File: src/rtl/song_seq_pkg.sv
`timescale 1ns/1ps
package song_seq_pkg;

  typedef enum logic [2:0] {
    S_IDLE,
    S_FETCH,
    S_CHECK,
    S_PLAY,
    S_GAP
  } seq_state_t;

  // Number of notes in song s (each slot also holds a zero-duration end marker)
  function automatic int song_len(input int s);
    return 3 + s;
  endfunction

  function automatic int entry_note(input int s, input int i);
    return 1 + 8 * s + i / 2;
  endfunction

  function automatic int entry_dur(input int s, input int i);
    return 1 + (i % 3);
  endfunction

endpackage

File: src/rtl/btn_edge.sv
`timescale 1ns/1ps
module btn_edge #(
  parameter int N = 3
) (
  input  logic         clk,
  input  logic         rst,
  input  logic [N-1:0] raw,
  output logic [N-1:0] rise
);

  logic [N-1:0] sync1, sync2, prev;

  always_ff @(posedge clk) begin
    if (rst) begin
      sync1 <= '0;
      sync2 <= '0;
      prev  <= '0;
    end else begin
      sync1 <= raw;
      sync2 <= sync1;
      prev  <= sync2;
    end
  end

  assign rise = sync2 & ~prev;

endmodule

File: src/rtl/tick_gen.sv
`timescale 1ns/1ps
module tick_gen #(
  parameter int DIV = 500000
) (
  input  logic clk,
  input  logic clr,
  output logic tick
);

  localparam int CW = (DIV > 2) ? $clog2(DIV) : 1;

  logic [CW-1:0] cnt;

  assign tick = (cnt == CW'(DIV - 1));

  always_ff @(posedge clk) begin
    if (clr || tick) cnt <= '0;
    else             cnt <= cnt + 1'b1;
  end

endmodule

File: src/rtl/song_rom.sv
`timescale 1ns/1ps
module song_rom
  import song_seq_pkg::*;
#(
  parameter int NOTE_W  = 6,
  parameter int DUR_W   = 4,
  parameter int SONGS   = 3,
  parameter int SLOT_AW = 3,
  parameter int ADDR_W  = 5
) (
  input  logic              clk,
  input  logic [ADDR_W-1:0] addr,
  output logic [NOTE_W-1:0] q_note,
  output logic [DUR_W-1:0]  q_dur
);

  localparam int SLOT   = 1 << SLOT_AW;
  localparam int DEPTH  = SONGS * SLOT;
  localparam int WORD_W = NOTE_W + DUR_W;

  logic [WORD_W-1:0] mem [DEPTH];
  logic [WORD_W-1:0] q;

  // Contents computed once; the array is only read, so it maps to block RAM
  initial begin
    for (int a = 0; a < DEPTH; a++) begin
      if ((a % SLOT) < song_len(a / SLOT))
        mem[a] = {NOTE_W'(entry_note(a / SLOT, a % SLOT)),
                  DUR_W'(entry_dur(a / SLOT, a % SLOT))};
      else
        mem[a] = '0;
    end
  end

  always_ff @(posedge clk) q <= mem[addr];

  assign q_note = q[WORD_W-1:DUR_W];
  assign q_dur  = q[DUR_W-1:0];

endmodule

File: src/rtl/song_sequencer.sv
`timescale 1ns/1ps
module song_sequencer
  import song_seq_pkg::*;
#(
  parameter int NOTE_W    = 6,
  parameter int DUR_W     = 4,
  parameter int SONGS     = 3,
  parameter int SLOT_AW   = 3,
  parameter int TICK_DIV  = 500000,
  parameter int GAP_TICKS = 1
) (
  input  logic              clk,
  input  logic              rst,
  input  logic [SONGS-1:0]  song_btn,
  input  logic [NOTE_W-1:0] key_code,
  input  logic              key_valid,
  output logic [NOTE_W-1:0] note_code,
  output logic              note_valid
);

  localparam int SEL_W  = (SONGS > 1) ? $clog2(SONGS) : 1;
  localparam int ADDR_W = SEL_W + SLOT_AW;

  seq_state_t        state;
  logic [SONGS-1:0]  btn_rise;
  logic              tick, tick_clr;
  logic [ADDR_W-1:0] addr;
  logic [NOTE_W-1:0] rom_note, cur_note;
  logic [DUR_W-1:0]  rom_dur, remain;
  logic              start_hit;
  logic [SEL_W-1:0]  start_sel;

  btn_edge #(.N(SONGS)) i_btn (
    .clk (clk),
    .rst (rst),
    .raw (song_btn),
    .rise(btn_rise)
  );

  assign tick_clr = (state != S_PLAY) && (state != S_GAP);

  tick_gen #(.DIV(TICK_DIV)) i_tick (
    .clk (clk),
    .clr (tick_clr),
    .tick(tick)
  );

  song_rom #(
    .NOTE_W (NOTE_W),
    .DUR_W  (DUR_W),
    .SONGS  (SONGS),
    .SLOT_AW(SLOT_AW),
    .ADDR_W (ADDR_W)
  ) i_rom (
    .clk   (clk),
    .addr  (addr),
    .q_note(rom_note),
    .q_dur (rom_dur)
  );

  // Lowest-numbered button wins: scan downwards so the last hit kept is the lowest
  always_comb begin
    start_hit = 1'b0;
    start_sel = '0;
    for (int k = SONGS - 1; k >= 0; k--) begin
      if (btn_rise[k]) begin
        start_hit = 1'b1;
        start_sel = SEL_W'(k);
      end
    end
  end

  always_ff @(posedge clk) begin
    if (rst) begin
      state    <= S_IDLE;
      addr     <= '0;
      cur_note <= '0;
      remain   <= '0;
    end else begin
      case (state)
        S_IDLE: begin
          if (start_hit) begin
            addr  <= {start_sel, SLOT_AW'(0)};
            state <= S_FETCH;
          end
        end
        S_FETCH: state <= S_CHECK;
        S_CHECK: begin
          if (rom_dur == '0) begin
            state <= S_IDLE;
          end else begin
            cur_note <= rom_note;
            remain   <= rom_dur;
            state    <= S_PLAY;
          end
        end
        S_PLAY: begin
          if (tick) begin
            if (remain == DUR_W'(1)) begin
              remain <= DUR_W'(GAP_TICKS);
              state  <= S_GAP;
            end else begin
              remain <= remain - 1'b1;
            end
          end
        end
        S_GAP: begin
          if (tick) begin
            if (remain == DUR_W'(1)) begin
              addr  <= addr + 1'b1;
              state <= S_FETCH;
            end else begin
              remain <= remain - 1'b1;
            end
          end
        end
        default: state <= S_IDLE;
      endcase
    end
  end

  always_ff @(posedge clk) begin
    if (rst) begin
      note_code  <= '0;
      note_valid <= 1'b0;
    end else begin
      case (state)
        S_IDLE: begin
          note_code  <= key_code;
          note_valid <= key_valid;
        end
        S_PLAY: begin
          note_code  <= cur_note;
          note_valid <= 1'b1;
        end
        default: begin
          note_code  <= '0;
          note_valid <= 1'b0;
        end
      endcase
    end
  end

endmodule

File: config.mk
export PLATFORM = sky130hd
export DESIGN_NAME = song_sequencer
export DESIGN_NICKNAME = d
export VERILOG_FILES = /design/src/rtl/song_seq_pkg.sv /design/src/rtl/btn_edge.sv /design/src/rtl/tick_gen.sv /design/src/rtl/song_rom.sv /design/src/rtl/song_sequencer.sv
export SDC_FILE = /design/constraint.sdc
export NUM_CORES = 1
export LEC_CHECK = 0
export CAP_MARGIN = 20
export CORE_MARGIN = 2
export CORE_UTILIZATION = 51
export DETAILED_ROUTE_END_ITERATION = 12
export PLACE_DENSITY = 0.71
export RECOVER_POWER = 100
export SYNTH_ARGS = -nofsm -noshare
export SYNTH_HDL_FRONTEND = slang
export SYNTH_SLANG_ARGS = --single-unit
File: constraint.sdc
create_clock -name clk -period 2.82 [get_ports clk]
set_clock_uncertainty 0.1 [all_clocks]
set_input_delay 0.564 -clock clk [delete_from_list [all_inputs] [get_ports clk]]
set_output_delay 0.564 -clock clk [all_outputs]
set_load 0.02 [all_outputs]
* After elaboration in Yosys (flattened, before gate mapping)
Memories as Yosys holds them, arrays and structs flattened. A register that Yosys moved wholly into a read port is not among the register bits.
Cells that the tools add are included.
** Operators by class
- Add/subtract/negate cells :: 3
- Multiply operators :: 0
- Div/mod/pow operators :: 0
- Magnitude comparators :: 0
- Equal/unequal tests :: 15
- Shifts and indexed selects :: 0
- Mux-type cells :: 25
- Bitwise gates (word level) :: 3
- Reductions and logical operators :: 10
** Operators by type and width (count)
- $mux W4 :: 5
- $add A19 B1 Y19 const B :: 1
- $eq A19 B19 Y1 const B :: 1
- $mux W3 :: 5
- $mux W5 :: 3
- $pmux W3 S5 :: 1
- $pmux W4 S3 :: 1
- $pmux W6 S2 :: 1
- $ne A2 B2 Y1 const B :: 5
- $pmux W5 S2 :: 1
- $reduce_and A5 Y1 :: 2
- $mux W2 :: 4
- $eq A3 B2 Y1 const B :: 2
- $add A5 B1 Y5 const B :: 1
- $eq A4 B1 Y1 const B :: 1
- $logic_not A4 Y1 :: 1
- $ne A2 B1 Y1 const B :: 2
- $reduce_and A4 Y1 :: 1
- $sub A4 B1 Y4 const B :: 1
- $and A3 B3 Y3 :: 1
- $eq A3 B1 Y1 const B :: 1
- $eq A3 B3 Y1 const B :: 1
- $logic_not A3 Y1 :: 1
- $mux W1 :: 3
- 10 further kinds :: 10
** Word-level totals
- Bits in registers :: 63
- Bits in latches :: 0
- Bits in writable memories :: 0
- Memory bits (read-only) :: 144
- Output and inout port bits :: 7
- Word-level logic and storage cells :: 68
- Memories kept :: 1
** Memory list
- i_rom.mem :: words 24, bits a word 6, rd ports 1, clocked after Yosys merged registers in 1, wr ports 0, RTL line song_rom.sv:21 : logic [WORD_W-1:0] mem [DEPTH];

* Depth between registers and ports, before layout
Gate-level depths: netlist of run 1.
- Depth after elaboration :: 7
- Mapped depth :: 8
- Gate-level depth less buffers :: 7

* By module
A second synthesis of run 1 with hierarchy kept.
** Unflattened totals
- Cell total of the unflattened synthesis :: 303
- Area, all modules :: 2718.9 sq um
** By module, submodules not included
- song_sequencer :: times used 1, cells an instance 151, area an instance 1290.0 sq um, sequential area each 500.5 sq um
- tick_gen :: times used 1, cells an instance 102, area an instance 895.9 sq um, sequential area each 380.4 sq um
- song_rom :: times used 1, cells an instance 29, area an instance 277.8 sq um, sequential area each 120.1 sq um
- btn_edge :: times used 1, cells an instance 21, area an instance 255.2 sq um, sequential area each 180.2 sq um

* Worst setup path after synthesis of run 1
No wires, ideal clock.
- Path type :: register to register
- Start :: register remain[1]
- End :: register remain[0]
- Setup time :: 0.071 ns
- Arrival :: 1.672 ns
- Path slack :: 0.977 ns
- Stages on the path, launching flop included :: 9
- Path buffers :: 1
- Cell sequence :: dfxtp_1 -> inv_1 -> ha_1 -> or3b_1 -> buf_2 -> a21oi_2 -> o22ai_1 -> or3_1 -> a21oi_1
** On the way
- Cells in the longest elaborated chain, start to end :: 4
- Elaborated cells on any way between the ends :: 6
- Classes of those cells :: eq/ne: 2; mux: 3; reduce/logical: 1
** RTL lines
- start: declaration :: RTL line song_sequencer.sv:29 : logic [DUR_W-1:0] rom_dur, remain;
- start signal: assignment :: RTL line song_sequencer.sv:93 : remain <= rom_dur;
- start signal: assignment :: RTL line song_sequencer.sv:100 : remain <= DUR_W'(GAP_TICKS);
- start signal: assignment :: RTL line song_sequencer.sv:103 : remain <= remain - 1'b1;
- $eq A4 B1 Y1 (*) :: RTL line song_sequencer.sv:99, song_sequencer.sv:109
- $mux W4 :: RTL line song_sequencer.sv:99 : if (remain == DUR_W'(1)) begin
- $mux W4 :: RTL line song_sequencer.sv:98 : if (tick) begin
- $pmux W4 S3 :: RTL line song_sequencer.sv:80 : case (state)
Every way passes the cells marked *; elsewhere a longest branch is shown, timed or not. The select of a mux whose other input is x is not followed.
A chain may end at the register's enable or synchronous reset.

* Worst setup path after layout of run 1
- Start :: register state[2]
- End :: register remain[1]
** On the way
- Cells in the longest elaborated chain, start to end :: 3
- Elaborated cells on any way between the ends :: 10
- Classes of those cells :: eq/ne: 7; mux: 1; reduce/logical: 2
** RTL lines
- start: declaration :: RTL line song_sequencer.sv:24 : seq_state_t state;
- start signal: assignment :: RTL line song_sequencer.sv:75 : state <= S_IDLE;
- start signal: assignment :: RTL line song_sequencer.sv:84 : state <= S_FETCH;
- start signal: assignment :: RTL line song_sequencer.sv:87 : S_FETCH: state <= S_CHECK;
- $eq A3 B3 Y1 / $eq A3 B2 Y1 (equally long branches) :: RTL line song_sequencer.sv:80
- $ne A2 B2 Y1 (no line), or another cell as far along
- $reduce_and A5 Y1 (no line)
Several ways; a longest one is shown, not always the timed one.

==> results of run 1 <==
[per-layer routing]
metal	global-route usage	wire [um]	vias up
met5	0	0	-
met4	0.07879	56	0
met3	0.06911	186	8
met2	0.2877	2027	27
met1	0.2563	2362	907
li1	-	-	1015
[stage by stage]
stage / setup WS [ns] / util / cells / area [sq um] / total power, mW
after floorplan: 0.9772 / - / 278 / 2501 / 0.9649
after global placement: 0.6497 / 0.5833 / 357 / 2755 / 1.022
after detailed placement: 0.6174 / 0.5833 / 357 / 2755 / 1.023
after CTS: 0.5005 / 0.6201 / 373 / 2929 / 1.688
after global routing: 0.1944 / 0.6143 / 373 / 2902 / 1.729
final: 0.4105 / 0.6143 / 373 / 2902 / 1.661
[Yosys cell counts, drive strengths merged (3+ instances only)]
library cell / number / area, sq um
dfxtp: 57 / 1141
a21oi: 12 / 63.81
xor2: 6 / 52.55
nand4b: 3 / 26.28
xnor2: 10 / 87.58
inv: 9 / 33.78
or2: 3 / 18.77
or3: 4 / 25.02
buf: 4 / 20.02
and3: 5 / 31.28
mux2i: 4 / 40.04
ha: 7 / 87.58
nand2b: 5 / 31.28
o31ai: 3 / 22.52
nand4: 6 / 37.54
o21ai: 12 / 60.06
a22oi: 6 / 45.04
nor2b: 10 / 62.56
nor4: 4 / 40.04
nor2: 42 / 157.7
nand3: 12 / 60.06
clkbuf: 7 / 27.52
nor3: 5 / 25.02
o21a: 3 / 22.52
nand2: 12 / 45.04
nor3b: 3 / 27.52
[flip-flops by register name (all words and copies together), names as in the netlist]
register     flops
remain           4
state            3
note_valid       1
i_btn.sync1      3
cur_note         4
addr             5
note_code        6
i_rom.q          6
i_btn.sync2      3
i_tick.cnt      19
i_btn.prev       3
[worst reg2reg max path: stages (launching register included)]
cell and delay [ns]:
dfxtp_1 0.63, nor3b_1 0.62, or2_0 0.30, o22ai_2 0.16
or3_1 0.37, a21oi_1 0.14
[kinds of logic (layout without fill, tap and decap cells)]
kind of cell | Yosys count | after routing | synth area share
XOR/XNOR | 16 | 16 | 0.05603
AO/OA/AOI/OAI | 50 | 50 | 0.1331
AND/OR/NAND/NOR | 124 | 124 | 0.2711
flip-flops | 57 | 57 | 0.4562
buffers and inverters | 20 | 48 | 0.03251
adder cells (fa/ha/maj) | 7 | 7 | 0.03502
multiplexers | 4 | 4 | 0.01601
[cells in the final DEF, fill, tap and decap left out, drive strengths merged, types with 7 or more instances in the layout]
cell and count:
clkdlybuf4s50 10, dfxtp 57, nor2 42, xnor2 10, dlygate4sd3 8, ha 7
nor2b 10, nand3 12, inv 9, clkbuf 15, nand2 12, o21ai 12
a21oi 12
[power by group]
part	leakage (nW)	switching, mW	total, mW	internal, mW
registers	0.463	0.0151	0.846	0.830
logic	0.452	0.0801	0.151	0.0704
clock network	0.0932	0.302	0.665	0.362
[worst paths after layout]
path	from	end	slack, ns	depth (start not counted)
worst max-delay path	state[2]	remain[1]	0.41	5
worst min-delay path	i_btn.sync1[1]	i_btn.sync2[1]	0.34	1
worst max register to register	state[2]	remain[1]	0.41	5
worst min register to register	i_btn.sync1[1]	i_btn.sync2[1]	0.34	1
[layout make-up]
type / count / share of cell area
clock buffers: 13 / 0.05476
well taps: 67 / 0.02889
inverters: 9 / 0.01164
flip-flops and latches: 57 / 0.3933
repair buffers: 23 / 0.07245
multi-input cells: 201 / 0.4338
clock inverters: 3 / 0.005175
==> results.yml, run 1 <==
yosys:
  ys_ff_latch: 57
  synth_edf_count: 0
  async_reset_ff_frac: 0
  synth_nets: 297
  syn_area_per_cell_sq_um: 8.997
  synth_ff_type: "dfxtp_1"
  ys_seq_area_frac: 0.4562
  yosysWarnings: 0
  synthesis.area_sq_mm: 0.002501
  synth_cell_types: 53
  synthCells: 278
place:
  port_buffers: 18
  place_hpwl_um: 3197
  place_congestion: 0.8349
routing:
  dr_total_vias: 1957
  drt-total-wl_um: 4632
  wire_per_inst_um: 12.42
  drc: 0
  drt-initial-drc-count: 101
  firstDrtPassIters: 4
  antenna_left: 0
  via_per_inst: 5.247
critical_path:
  end_kind: "register"
  crit_type: "reg -> reg"
  cp.required_ns: 2.97
  arrival_ns: 2.56
  cp_max_fo: 16
  startpoint_type: "register"
  crit_family: "simple AND/OR/NAND/NOR gates"
  slowest_stage: "dfxtp_1"
  worst-path-buf-inv: 0
  crit_chain: "nor3b_1 -> or2_0 -> o22ai_2 -> or3_1 -> a21oi_1"
  cpPeakStageDelay_ns: 0.63
die:
  start_util: 0.5295
  fp.coreArea_sq_mm: 0.004723
  die-area_sq_mm: 0.005480
  fp.dieH_um: 74.03
  ios: 19
  dieWidth_um: 74.03
  core.rowCount: 25
layout:
  antenna_cells: 0
  drive_above_1_share: 0.08497
  syn2layout_area_growth_pct: 16.01
  n_fill_cell: 398
  nNetsFinal: 320
  multi_input_area_sq_mm: 0.001259
  regArea_sq_mm: 0.001141
power_and_ir_drop:
  ir_drop_mv: 0.4272
  power_leakage_nw: 1.008
  power_density_mw_per_mm2: 572.4
grt:
  grt_pass1_vias: 1852
  grt_pass1_wl_um: 8031
  grt_overflow: 0
  grt_antenna_before_repair: 0
  track_usage: 0.1934
  grt_max_degree: 24
clocking:
  cts_resized: 0
  ctsLongestPathBuffers: 2
  clk_pin_slew_worst_paths_ns: 0.06
  post_cts_buffers: 0
  cts_hold_buf: 0
  numCtsBuffers: 9
  cts_sinks: 57
  cts_tree: "done"
  insertion_delay_ns: 0.33
  cts-root-buf: "clkbuf_8"
  htreeDepth: 3
sta:
  worst_pin_slew_ns: 0.7752
  finalSetupViolCount: 0
  period_needed_ns: 2.410
  rsz0062_at_grt: "false"
  tns_ns: 0
  hold_ws_ns: 0.3370
  slew-limit-headroom: 0.4815
  fmax_ghz: 0.4150
  hold_viol: 0
  finalCritPeriodShare: 0.8544
  slew_violations: 0
worst_hold_path:
  min_path_type: "reg -> reg"
flow_run:
  maxCapViolCount: 0
run_status:
  status: "complete, no violations"
Power figures use the tool's default switching activity.
==> run 2: changes to the inputs <==
- SKIP_LAST_GASP: not set -> 1
==> results of run 2 <==
Same layout as run 1: the final DEF is identical, and so are final timing and power.
==> run 3: changes to the inputs <==
--- a/config.mk
+++ b/config.mk
@@ -11,3 +11,4 @@
 export DETAILED_ROUTE_END_ITERATION = 12
-export PLACE_DENSITY = 0.71
+export DONT_BUFFER_PORTS = 1
+export PLACE_DENSITY = 0.66
 export RECOVER_POWER = 100
==> constraint.sdc (replaced) <==
create_clock -name clk -period 2.82 [get_ports clk]
set_clock_uncertainty 0.1 [all_clocks]
set_input_delay 0.705 -clock clk [delete_from_list [all_inputs] [get_ports clk]]
set_output_delay 0.705 -clock clk [all_outputs]
set_load 0.02 [all_outputs]
==> run 3 against run 2 <==
Clock power rose by 56%. Hold slack got worse by 0.0017 ns. Global-route usage rose by 0.62 points. Count of clock-buffer cells in the layout fell by 2. Non-clock buffer count fell by 21. Largest cell class unchanged. Critical endpoint unchanged. Register-to-register slack barely moved. First-iteration DRC count rose by 12%. Via count fell by 3.7%.
==> results.yml, run 3 (synthesized netlist as in run 1, its figures left out) <==
worst_hold_path:
  min_path_type: "reg -> reg"
routing:
  drt-total-wl_um: 4664
  antenna_left: 0
  drt-initial-drc-count: 113
  wire_per_inst_um: 13.25
  firstDrtPassIters: 4
  dr_total_vias: 1884
  via_per_inst: 5.352
  drc: 0
run_status:
  status: "complete, no violations"
layout:
  n_fill_cell: 433
  postLayoutCoreUtil: 0.5971
  antenna_cells: 0
  drive_above_1_share: 0.09474
  final_cell_mix: "57 x dfxtp_1, 42 x nor2_1, 12 x nand2_1, 12 x nand3_1"
  largestRegisters: "i_tick.cnt (19), i_rom.q (6), note_code (6)"
  largest_reg_flops: 19
  final_common_cell: "dfxtp_1"
  syn2layout_area_growth_pct: 12.76
  fin_area_sq_mm: 0.002820
  regMostFlops: "i_tick.cnt"
  nNetsFinal: 299
grt:
  grt_antenna_before_repair: 0
  met1_usage: 0.2749
  grt_max_degree: 32
  met3_usage: 0.05149
  grt_pass1_wl_um: 8211
  use_met2: 0.2808
  grt_pass1_vias: 1768
  grt_overflow: 0
  grt-busiest-layer: "met2"
  track_usage: 0.1996
clocking:
  cts-root-buf: "clkbuf_8"
  insertion_delay_ns: 0.34
  numCtsBuffers: 9
  cts_sinks: 57
  ctsLongestPathBuffers: 2
  cts_tree: "done"
  htreeDepth: 3
  cts_resized: 0
  cts_hold_buf: 0
  post_cts_buffers: 0
  clk_pin_slew_worst_paths_ns: 0.08
die:
  fp.dieH_um: 74.03
  fp.coreArea_sq_mm: 0.004723
  start_util: 0.5295
  die-area_sq_mm: 0.005480
  core.rowCount: 25
  dieWidth_um: 74.03
  ios: 19
critical_path:
  arrival_ns: 2.60
  startpoint_type: "register"
  cp.required_ns: 2.99
  end_kind: "register"
  crit_type: "reg -> reg"
  cp_max_fo: 16
sta:
  tns_ns: 0
  slew-limit-headroom: 0.5465
  fmax_ghz: 0.4126
  finalCritPeriodShare: 0.8595
  worst_pin_slew_ns: 0.6788
  finalSetupViolCount: 0
  rsz0062_at_grt: "false"
  slew_violations: 0
  period_needed_ns: 2.424
  hold_ws_ns: 0.3352
  hold_viol: 0
power_and_ir_drop:
  power_leakage_nw: 0.9656
  power_density_mw_per_mm2: 709.8
  total_power_mw: 2.002
  ir_drop_mv: 0.3874
flow_run:
  maxCapViolCount: 0
place:
  place_hpwl_um: 3202
  postPlaceCellArea_sq_mm: 0.002552
  port_buffers: 0
  place_congestion: 0.7919
## run 3: stage by stage
step	std cells	worst slack, ns
floorplan	278	0.9772
global placement	336	0.6833
detailed placement	336	0.6314
CTS	352	0.6250
global route	352	0.2400
finish	352	0.3963
## run 3: critical path, cell delays in order (launching register included)
cell	delay [ns]
dfxtp_1	0.68
nor3b_1	0.64
or2_1	0.27
o22ai_2	0.15
or3_1	0.37
a21oi_1	0.14
## run 3: path summary, 6_finish.rpt
kind | slack (ns) | endpoint | from | cells after the start
max reg2reg | 0.40 | remain[1] | state[2] | 5
min | 0.34 | i_btn.sync2[1] | i_btn.sync1[1] | 1
max | 0.40 | remain[1] | state[2] | 5
min reg2reg | 0.34 | i_btn.sync2[1] | i_btn.sync1[1] | 1
## run 3: final cells by class
class / instances / area, sq um / area share
clock buffers: 11 / 151.4 / 0.05368
clock inverters: 5 / 125.1 / 0.04437
inverters: 9 / 33.78 / 0.01198
multi-input cells: 201 / 1274 / 0.4516
flip-flops and latches: 57 / 1141 / 0.4046
well taps: 67 / 83.83 / 0.02972
repair buffers: 2 / 11.26 / 0.003993
## run 3: power by group
group	total (mW)	switching [mW]	internal [mW]
Combinational	0.0996	0.0565	0.0431
Clock	1.04	0.317	0.723
Sequential	0.862	0.0312	0.831
Total	2.00	0.405	1.60
## run 3: per-layer routing
layer  routed length [um]  vias to the layer above  part of all wire
li1                     -                      980                 -
met1                 2450                      872              0.53
met2                 1975                       25              0.42
met3                  138                        7             0.030
met4                  100                        0             0.021
met5                    0                        -                 0
